[src/rtl/dmagen_pkg.sv]
package dmagen_pkg;

  localparam int WORD_W  = 32;
  localparam int SEL_W   = 5;
  localparam int BURST_W = 5;

  // bit positions of the control word fields (software-visible layout)
  localparam int SEL_LSB   = 0;
  localparam int OIE_BIT   = 8;
  localparam int EN_BIT    = 16;
  localparam int MODE_LSB  = 17;
  localparam int BURST_LSB = 19;

  localparam logic [WORD_W-1:0] BURST_MASK = {{(WORD_W-BURST_W){1'b0}}, {BURST_W{1'b1}}} << BURST_LSB;

  typedef enum logic [1:0] {
    EDGE_NONE = 2'd0,
    EDGE_RISE = 2'd1,
    EDGE_FALL = 2'd2,
    EDGE_BOTH = 2'd3
  } edge_mode_e;

  typedef struct packed {
    logic [BURST_W-1:0] burst;
    edge_mode_e         mode;
    logic               en;
    logic               oie;
    logic [SEL_W-1:0]   sel;
  } chan_cfg_t;

  function automatic logic [WORD_W-1:0] cfg_pack(chan_cfg_t c);
    logic [WORD_W-1:0] w;
    w = '0;
    w[SEL_LSB +: SEL_W]     = c.sel;
    w[OIE_BIT]              = c.oie;
    w[EN_BIT]               = c.en;
    w[MODE_LSB +: 2]        = c.mode;
    w[BURST_LSB +: BURST_W] = c.burst;
    return w;
  endfunction

  function automatic chan_cfg_t cfg_unpack(logic [WORD_W-1:0] w);
    chan_cfg_t c;
    c.sel   = w[SEL_LSB +: SEL_W];
    c.oie   = w[OIE_BIT];
    c.en    = w[EN_BIT];
    c.mode  = edge_mode_e'(w[MODE_LSB +: 2]);
    c.burst = w[BURST_LSB +: BURST_W];
    return c;
  endfunction

endpackage

[src/rtl/dmagen_cfg_reg.sv]
module dmagen_cfg_reg
  import dmagen_pkg::*;
(
  input  logic              clk,
  input  logic              rst,
  input  logic              we,
  input  logic [WORD_W-1:0] wdata,
  output chan_cfg_t         cfg
);

  chan_cfg_t incoming;

  always_comb begin
    incoming = cfg_unpack(wdata);
    // burst length frozen while the channel is running
    if (cfg.en) incoming.burst = cfg.burst;
  end

  always_ff @(posedge clk) begin
    if (rst) begin
      cfg <= '0;
    end else if (we) begin
      cfg <= incoming;
    end
  end

endmodule

[src/rtl/dmagen_trig_sel.sv]
module dmagen_trig_sel
  import dmagen_pkg::*;
#(
  parameter int NUM_TRIG = 32
) (
  input  logic                clk,
  input  logic                rst,
  input  logic [NUM_TRIG-1:0] trig_in,
  input  logic [SEL_W-1:0]    sel,
  input  edge_mode_e          mode,
  input  logic                en,
  output logic                hit
);

  localparam int PAD_W = 1 << SEL_W;

  logic [PAD_W-1:0] padded;
  logic             cur;
  logic             prev_q;
  logic             rise;
  logic             fall;

  generate
    if (NUM_TRIG >= PAD_W) begin : g_full
      assign padded = trig_in[PAD_W-1:0];
    end else begin : g_pad
      assign padded = {{(PAD_W-NUM_TRIG){1'b0}}, trig_in};
    end
  endgenerate

  assign cur  = padded[sel];
  assign rise = cur & ~prev_q;
  assign fall = ~cur & prev_q;

  always_ff @(posedge clk) begin
    if (rst) prev_q <= 1'b0;
    else     prev_q <= cur;
  end

  always_comb begin
    unique case (mode)
      EDGE_RISE: hit = en & rise;
      EDGE_FALL: hit = en & fall;
      EDGE_BOTH: hit = en & (rise | fall);
      default:   hit = 1'b0;
    endcase
  end

endmodule

[src/rtl/dmagen_burst.sv]
module dmagen_burst
  import dmagen_pkg::*;
(
  input  logic               clk,
  input  logic               rst,
  input  logic               en,
  input  logic [BURST_W-1:0] burst,
  input  logic               hit,
  input  logic               ack,
  input  logic               clr,
  output logic               req,
  output logic               ovf
);

  logic [BURST_W-1:0] taken_q;
  logic               last_ack;
  logic               overrun;

  assign last_ack = req & ack & (taken_q == burst);
  assign overrun  = hit & req & (taken_q < burst);

  always_ff @(posedge clk) begin
    if (rst || !en) begin
      req     <= 1'b0;
      taken_q <= '0;
    end else if (req) begin
      if (last_ack) begin
        req     <= 1'b0;
        taken_q <= '0;
      end else if (ack) begin
        taken_q <= taken_q + 1'b1;
      end
    end else if (hit) begin
      req     <= 1'b1;
      taken_q <= '0;
    end
  end

  always_ff @(posedge clk) begin
    if (rst)          ovf <= 1'b0;
    else if (overrun) ovf <= 1'b1;
    else if (clr)     ovf <= 1'b0;
  end

endmodule

[src/rtl/dmagen_top.sv]
module dmagen_top
  import dmagen_pkg::*;
#(
  parameter int NUM_CH    = 4,
  parameter int NUM_TRIG  = 32,
  parameter int ADDR_W    = 4,
  parameter int STAT_ADDR = 8,
  parameter int CLR_ADDR  = 9
) (
  input  logic                clk,
  input  logic                rst,
  input  logic                reg_we,
  input  logic [ADDR_W-1:0]   reg_waddr,
  input  logic [31:0]         reg_wdata,
  input  logic [ADDR_W-1:0]   reg_raddr,
  output logic [31:0]         reg_rdata,
  input  logic [NUM_TRIG-1:0] trig_in,
  output logic [NUM_CH-1:0]   dma_req,
  input  logic [NUM_CH-1:0]   dma_ack,
  output logic [NUM_CH-1:0]   ovr_irq
);

  localparam logic [ADDR_W-1:0] STAT_A = ADDR_W'(STAT_ADDR);
  localparam logic [ADDR_W-1:0] CLR_A  = ADDR_W'(CLR_ADDR);

  chan_cfg_t                 cfg   [NUM_CH];
  logic [WORD_W-1:0]         cfg_w [NUM_CH];
  logic [NUM_CH-1:0]         ch_en;
  logic [NUM_CH-1:0]         ch_oie;
  logic [NUM_CH-1:0]         ch_ovf;
  logic [NUM_CH-1:0]         ch_clr;
  logic [NUM_CH*BURST_W-1:0] ch_burst;
  logic [WORD_W-1:0]         rd_next;

  generate
    for (genvar k = 0; k < NUM_CH; k++) begin : g_ch
      logic sel_we;
      logic hit;

      assign sel_we    = reg_we && (reg_waddr == ADDR_W'(k));
      assign ch_clr[k] = reg_we && (reg_waddr == CLR_A) && reg_wdata[k];

      dmagen_cfg_reg u_cfg (
        .clk   (clk),
        .rst   (rst),
        .we    (sel_we),
        .wdata (reg_wdata),
        .cfg   (cfg[k])
      );

      dmagen_trig_sel #(.NUM_TRIG(NUM_TRIG)) u_trig (
        .clk     (clk),
        .rst     (rst),
        .trig_in (trig_in),
        .sel     (cfg[k].sel),
        .mode    (cfg[k].mode),
        .en      (cfg[k].en),
        .hit     (hit)
      );

      dmagen_burst u_burst (
        .clk   (clk),
        .rst   (rst),
        .en    (cfg[k].en),
        .burst (cfg[k].burst),
        .hit   (hit),
        .ack   (dma_ack[k]),
        .clr   (ch_clr[k]),
        .req   (dma_req[k]),
        .ovf   (ch_ovf[k])
      );

      assign cfg_w[k]                       = cfg_pack(cfg[k]);
      assign ch_en[k]                       = cfg[k].en;
      assign ch_oie[k]                      = cfg[k].oie;
      assign ch_burst[k*BURST_W +: BURST_W] = cfg[k].burst;
      assign ovr_irq[k]                     = ch_ovf[k] & cfg[k].oie;
    end
  endgenerate

  always_comb begin
    rd_next = '0;
    if (reg_raddr == STAT_A) begin
      rd_next[NUM_CH-1:0] = ch_ovf;
    end else begin
      for (int k = 0; k < NUM_CH; k++) begin
        if (reg_raddr == ADDR_W'(k)) rd_next = cfg_w[k];
      end
    end
  end

  always_ff @(posedge clk) begin
    if (rst) reg_rdata <= '0;
    else     reg_rdata <= rd_next;
  end

endmodule

[config.mk]
export PLATFORM = sky130hd
export DESIGN_NAME = dmagen_top
export DESIGN_NICKNAME = d
export VERILOG_FILES = /design/src/rtl/dmagen_pkg.sv /design/src/rtl/dmagen_cfg_reg.sv /design/src/rtl/dmagen_trig_sel.sv /design/src/rtl/dmagen_burst.sv /design/src/rtl/dmagen_top.sv
export SDC_FILE = /design/constraint.sdc
export NUM_CORES = 1
export LEC_CHECK = 0
export CAP_MARGIN = 5
export CORE_UTILIZATION = 55
export DETAILED_ROUTE_END_ITERATION = 16
export DONT_BUFFER_PORTS = 1
export GPL_TIMING_DRIVEN = 0
export PLACE_DENSITY = 0.7
export SETUP_SLACK_MARGIN = 0.1
export SYNTH_ARGS = -nofsm -noshare
export SYNTH_HDL_FRONTEND = slang
export SYNTH_SLANG_ARGS = --single-unit
[constraint.sdc]
create_clock -name clk -period 3 [get_ports clk]
set_input_delay 0.3 -clock clk [delete_from_list [all_inputs] [get_ports clk]]
set_output_delay 0.3 -clock clk [all_outputs]
set_load 0.01 [all_outputs]
# After elaboration in Yosys (flattened, before gate mapping)
# Index checks and enable logic that the tools add are counted.
# W data, S select, Z words.
# word_totals
regBits	120
in_bits	79
out_inout_bits	40
word_cells	225
# classes
n_addsub	4
order_cmp	8
eq_ne	28
muxes	53
n_bitwise	56
reduce_logical	37
# ops
operator	n
$mux W24	4
$mux W5	16
$and A1 B1 Y1	40
$lt A5 B6 Y1 const B	4
$mux W1	24
$add A5 B1 Y5 const B	4
$bmux W1 S5	4
$eq A5 B5 Y1	4
$lt A5 B5 Y1	4
$eq A2 B2 Y1 const B	8
$eq A4 B2 Y1 const B	4
$reduce_and A2 Y1	8
$reduce_bool A2 Y1	8
$ne A3 B3 Y1 const B	4
$not A1 Y1	12
$pmux W1 S3	4
$logic_and A1 B1 Y1	9
$eq A2 B1 Y1 const B	4
$eq A4 B1 Y1 const B	2
$eq A4 B4 Y1 const B	2
$logic_not A4 Y1	2
$reduce_or A5 Y1	1
$logic_not A1 Y1	4
$logic_or A1 B1 Y1	4
other kinds (3)	6

# Logic depth before layout (Yosys ltp)
# depth
word_depth	10
depth_mapped	13
depth_no_buf	11

# Cells and area by module
# A second synthesis with hierarchy kept.
# unflattened
hier_cells	786
hier_area_um2	6897.9
# by_module_without_submodules
module	instances	cells_each	area_per_inst_um2	seq_area_each_um2
dmagen_cfg_reg	4	51	566.8	280.3
dmagen_trig_sel	4	54	426.7	20.0
dmagen_burst at g_ch[0].u_burst ...	3	56	445.4	140.1
dmagen_top	1	140	1141.1	280.3
dmagen_burst at g_ch[2].u_burst	1	58	446.7	140.1

# Worst setup path before layout
# OpenSTA, ideal clock, no wires.
# synth_timing
path_type	register -> register
from	register g_ch[3].u_cfg.cfg[1] (netlist name)
to	register g_ch[3].u_burst.taken_q[1]
setup_time_ns	0.119
arrival_ns	2.292
required_time_ns	2.881
slack_ns	0.589
path_stages_with_launch	14
n_path_buf	2
period_less_slack_ns	2.411
path_cell_list	dfxtp_1 -> buf_4 -> buf_4 -> mux2i_1 -> a22oi_1 -> nand3_1 -> and4_1 -> inv_1 -> ha_1 -> nand2b_1 -> a211o_1 -> nand3_1 -> mux2i_1 -> nor2_1
# synth_between
elab_chain_len	9
elab_cells_between_ends	12
cone_classes	mux (3); bitwise (7); reduce/logical (2)
# synth_lines
element	line_no	rtl
$bmux W1 S5 (*)	dmagen_trig_sel.sv:31	assign cur = padded[sel];
$mux W1 (implied by the code) (*)	dmagen_trig_sel.sv:31	
named net g_ch[3].u_trig.cur	dmagen_trig_sel.sv:18	logic cur;
$not A1 Y1	dmagen_trig_sel.sv:33	assign fall = ~cur & prev_q;
$and A1 B1 Y1	dmagen_trig_sel.sv:33	
$or A1 B1 Y1	dmagen_trig_sel.sv:44	EDGE_BOTH: hit = en & (rise | fall);
$and A1 B1 Y1	dmagen_trig_sel.sv:44	
$pmux W1 S3 (*)	dmagen_trig_sel.sv:41	unique case (mode)
$reduce_bool A2 Y1 (no source line) (*)	-	
$reduce_and A2 Y1 (no source line) (*)	-	
to (signal assigned)	dmagen_burst.sv:31	taken_q <= taken_q + 1'b1;
to (decl)	dmagen_burst.sv:15	logic [BURST_W-1:0] taken_q;
# The timed path passes the listed nets; every way through them passes the cells marked *. The select of a mux whose other input is x is not followed.
# A chain may end at the register's enable or synchronous reset.

# Worst setup path in the final report
# layout_timing
from	register g_ch[1].u_cfg.cfg[1] (netlist name)
to	register g_ch[1].u_burst.taken_q[2]
# layout_between
elab_chain_len	9
elab_cells_between_ends	12
cone_classes	mux (3); bitwise (7); reduce/logical (2)
# layout_lines
element	line_no
$bmux W1 S5 (*)	dmagen_trig_sel.sv:31
$mux W1 (implied by the code) (*)	dmagen_trig_sel.sv:31
named net g_ch[1].u_trig.cur	dmagen_trig_sel.sv:18
$not A1 Y1	dmagen_trig_sel.sv:33
$and A1 B1 Y1	dmagen_trig_sel.sv:33
$or A1 B1 Y1	dmagen_trig_sel.sv:44
$and A1 B1 Y1	dmagen_trig_sel.sv:44
$pmux W1 S3 (*)	dmagen_trig_sel.sv:41
$reduce_bool A2 Y1 (no source line) (*)	-
$reduce_and A2 Y1 (no source line) (*)	-
to (signal assigned)	dmagen_burst.sv:31
to (decl)	dmagen_burst.sv:15
# Marks and branches as above.

==> impl_metrics.py <==
metrics = {
    "floorplanning": {
        "core_sq_um": 11080,
        "die_area_sq_um": 12020,
        "fp-row-count": 38,
        "io_pins": 119,
        "die_w_um": 109.6,
        "die_h_um": 109.6,
        "initial_core_util": 0.5751,
    },
    "timing": {
        "slew_headroom": 0.5787,
        "hold_viol": 0,
        "slew_violations": 0,
        "rsz0062_at_grt": "no",
        "min_period_ns": 2.735,
        "finClkSkew_ns": 0.01413,
        "fin_ws_ns": 0.2651,
        "setup_viol": 0,
        "finalSetupTns_ns": 0,
        "period_share": 0.9116,
        "max_freq_mhz": 365.6,
        "tightestPinTransition_ns": 0.6319,
    },
    "synth": {
        "synth_mux_area_frac": 0.1783,
        "ys_ff_latch": 102,
        "synth_top_family_by_area": "simple AND/OR/NAND/NOR gates",
        "synth_edf_count": 0,
        "synth_flop_cell": "dfxtp_1",
        "synth_area_leaders": "dfxtp_1, mux2i_1, ha_1",
        "synthesis.area_sq_um": 6371,
        "synth.distinct_cells": 55,
        "synth_cells": 765,
        "synthArstFlopShare": 0,
        "synth.largest_area_cell": "dfxtp_1",
        "synthAdderAreaFrac": 0.06284,
        "ys_seq_area_frac": 0.3205,
        "synthXorXnorAreaFrac": 0.01787,
        "synth-simple-area-share": 0.2219,
        "synth_compound_area_frac": 0.1194,
        "yosys-top-cells-count": "mux2i_1, nor2_1, dfxtp_1",
        "syn_area_per_cell_sq_um": 8.328,
        "synth_most_common_cell": "mux2i_1",
        "ys.warnings.count": 0,
        "post-synth-top-area-fraction": 0.3205,
    },
    "clock_tree": {
        "clk_pin_slew_ns": 0.08,
        "cts_num_sinks": 102,
        "cts_resized": 0,
        "cts_root_buffer": "clkbuf_16",
        "ctsHoldBuffers": 0,
        "cts_buffers": 9,
        "cts_tree": "yes",
        "clk_latency_ns": 0.36,
        "htreeDepth": 3,
        "cts.path.max_buffers": 2,
        "cts_setup_buffers": 0,
    },
    "placed_design": {
        "dp_hpwl_um": 13870,
        "post-place-ws_ns": 0.1768,
        "globalplace.congestion": 0.9147,
        "port_buffers": 0,
    },
    "global_routing": {
        "grt_antenna_before_repair": 0,
        "grt_first_pass_wirelength_um": 26890,
        "grt-ovfl-total": 0,
        "grt_max_degree": 20,
        "grt_pass1_vias": 5319,
        "track_usage": 0.3015,
    },
    "layout": {
        "final_core_util": 0.6299,
        "drive_gt1_frac": 0.08647,
        "area_delta_synth_final_pct": 9.525,
        "nets": 904,
        "num_antenna_cells": 0,
    },
    "detailed_routing": {
        "dr.pass1.iters": 5,
        "wirelength_um": 17710,
        "post_drt_wl_per_cell_um": 18.88,
        "dr.first_iter.drc_count": 352,
        "vias_per_cell": 5.955,
        "drcViolationCount": 0,
        "ant_nets": 0,
        "num_vias": 5586,
    },
    "worst_setup_path": {
        "crit_path_end_kind": "flop",
        "worstSetupPathType": "flop to flop",
        "crit_fanout": 10,
        "worstPathArrival_ns": 2.99,
        "required_ns": 3.26,
        "ff2ff_path_depth": 13,
        "start_kind": "flop",
    },
    "power_and_ir_drop": {
        "leakagePower_nw": 2.698,
        "vdd_drop_max_uv": 528.7,
        "power_density_nw_per_um2": 423.6,
        "fin_total_pwr_mw": 2.956,
    },
    "flow_run": {
        "cap_violations": 0,
    },
    "worst_hold_path": {
        "worstHoldPathCells": 2,
        "min_path_type": "input pin to flop",
    },
    "outcome": {
        "status": "finished, final reports clean",
    },
}
[kinds of logic after synthesis]
logic type,after synthesis
buf+inv,92
xor+xnor,13
compound gates,117
flops,102
mux,113
fa+ha+maj,32
simple gates,295
other cells,1
[state kept, by name (all words and copies together) (netlist names)]
| signal | count |
|---|---|
| g_ch.u_cfg.cfg | 56 |
| g_ch.u_burst.taken_q | 20 |
| reg_rdata | 14 |
| g_ch.u_burst.ovf | 4 |
| g_ch.u_burst.req | 4 |
| g_ch.u_trig.prev_q | 4 |
[stage by stage]
stage               instance area, sq um  std cells  hold slack [ns]
floorplan                           6435        782           0.4360
global placement                    6610        922           0.4398
detailed placement                  6610        922           0.4460
CTS                                 6948        938          0.05297
global route                        6978        938          0.04931
finish                              6978        938          0.06972
[per-layer routing]
layer / vias to the layer above / track usage / wire [um]
met4: 0 / 0.1257 / 383
met1: 2662 / 0.3520 / 7611
met3: 36 / 0.07528 / 1042
li1: 2701 / - / -
met2: 187 / 0.5247 / 8677
met5: - / 0 / 0
[placed cells by master (no fill, tap or decap), types with 19 or more instances in the layout]
cell type  Yosys  layout
nand3_1       43      43
nor2_1       104     104
buf_4         30      28
mux2i_1      109     107
a22oi_1       19      19
a21oi_1       39      39
dfxtp_1      102     102
nand2_1       59      59
ha_1          32      32
nor2b_1       23      23
inv_1         36      36
[power by group]
part	internal (mW)	leakage [nW]	switching, mW
Clock	0.751	0.161	0.579
Combinational	0.0993	1.71	0.139
Sequential	1.37	0.824	0.0173
Total	2.22	2.70	0.735
[worst max-delay path, stage by stage, from the launching register on]
cell	delay [ns]
dfxtp_1	0.31
buf_4	0.20
buf_6	0.19
mux2i_1	0.20
a22oi_1	0.09
nand3_1	0.10
and4_1	0.34
inv_1	0.08
ha_1	0.28
nor2b_1	0.11
o21ai_1	0.14
a21boi_1	0.25
a21o_1	0.25
nor2_1	0.07
[layout make-up]
type | count | area, sq um
well taps | 140 | 175.2
clock inverters | 7 | 112.6
plain buffers | 56 | 372.9
flip-flops and latches | 102 | 2042
multi-input cells | 588 | 3915
fillers | 982 | 4100
clock buffers | 9 | 225.2
inverters | 36 | 135.1
[path summary, 6_finish.rpt]
check / to / slack, ns / startpoint
max: g_ch[1].u_burst.taken_q[2] / 0.27 / g_ch[1].u_cfg.cfg[1]
min: g_ch[1].u_cfg.cfg[9] / 0.07 / reg_wdata[19]
max reg2reg: g_ch[1].u_burst.taken_q[2] / 0.27 / g_ch[1].u_cfg.cfg[1]
min reg2reg: g_ch[0].u_cfg.cfg[10] / 0.48 / g_ch[0].u_cfg.cfg[10]
(Power assumes the default switching activity.)
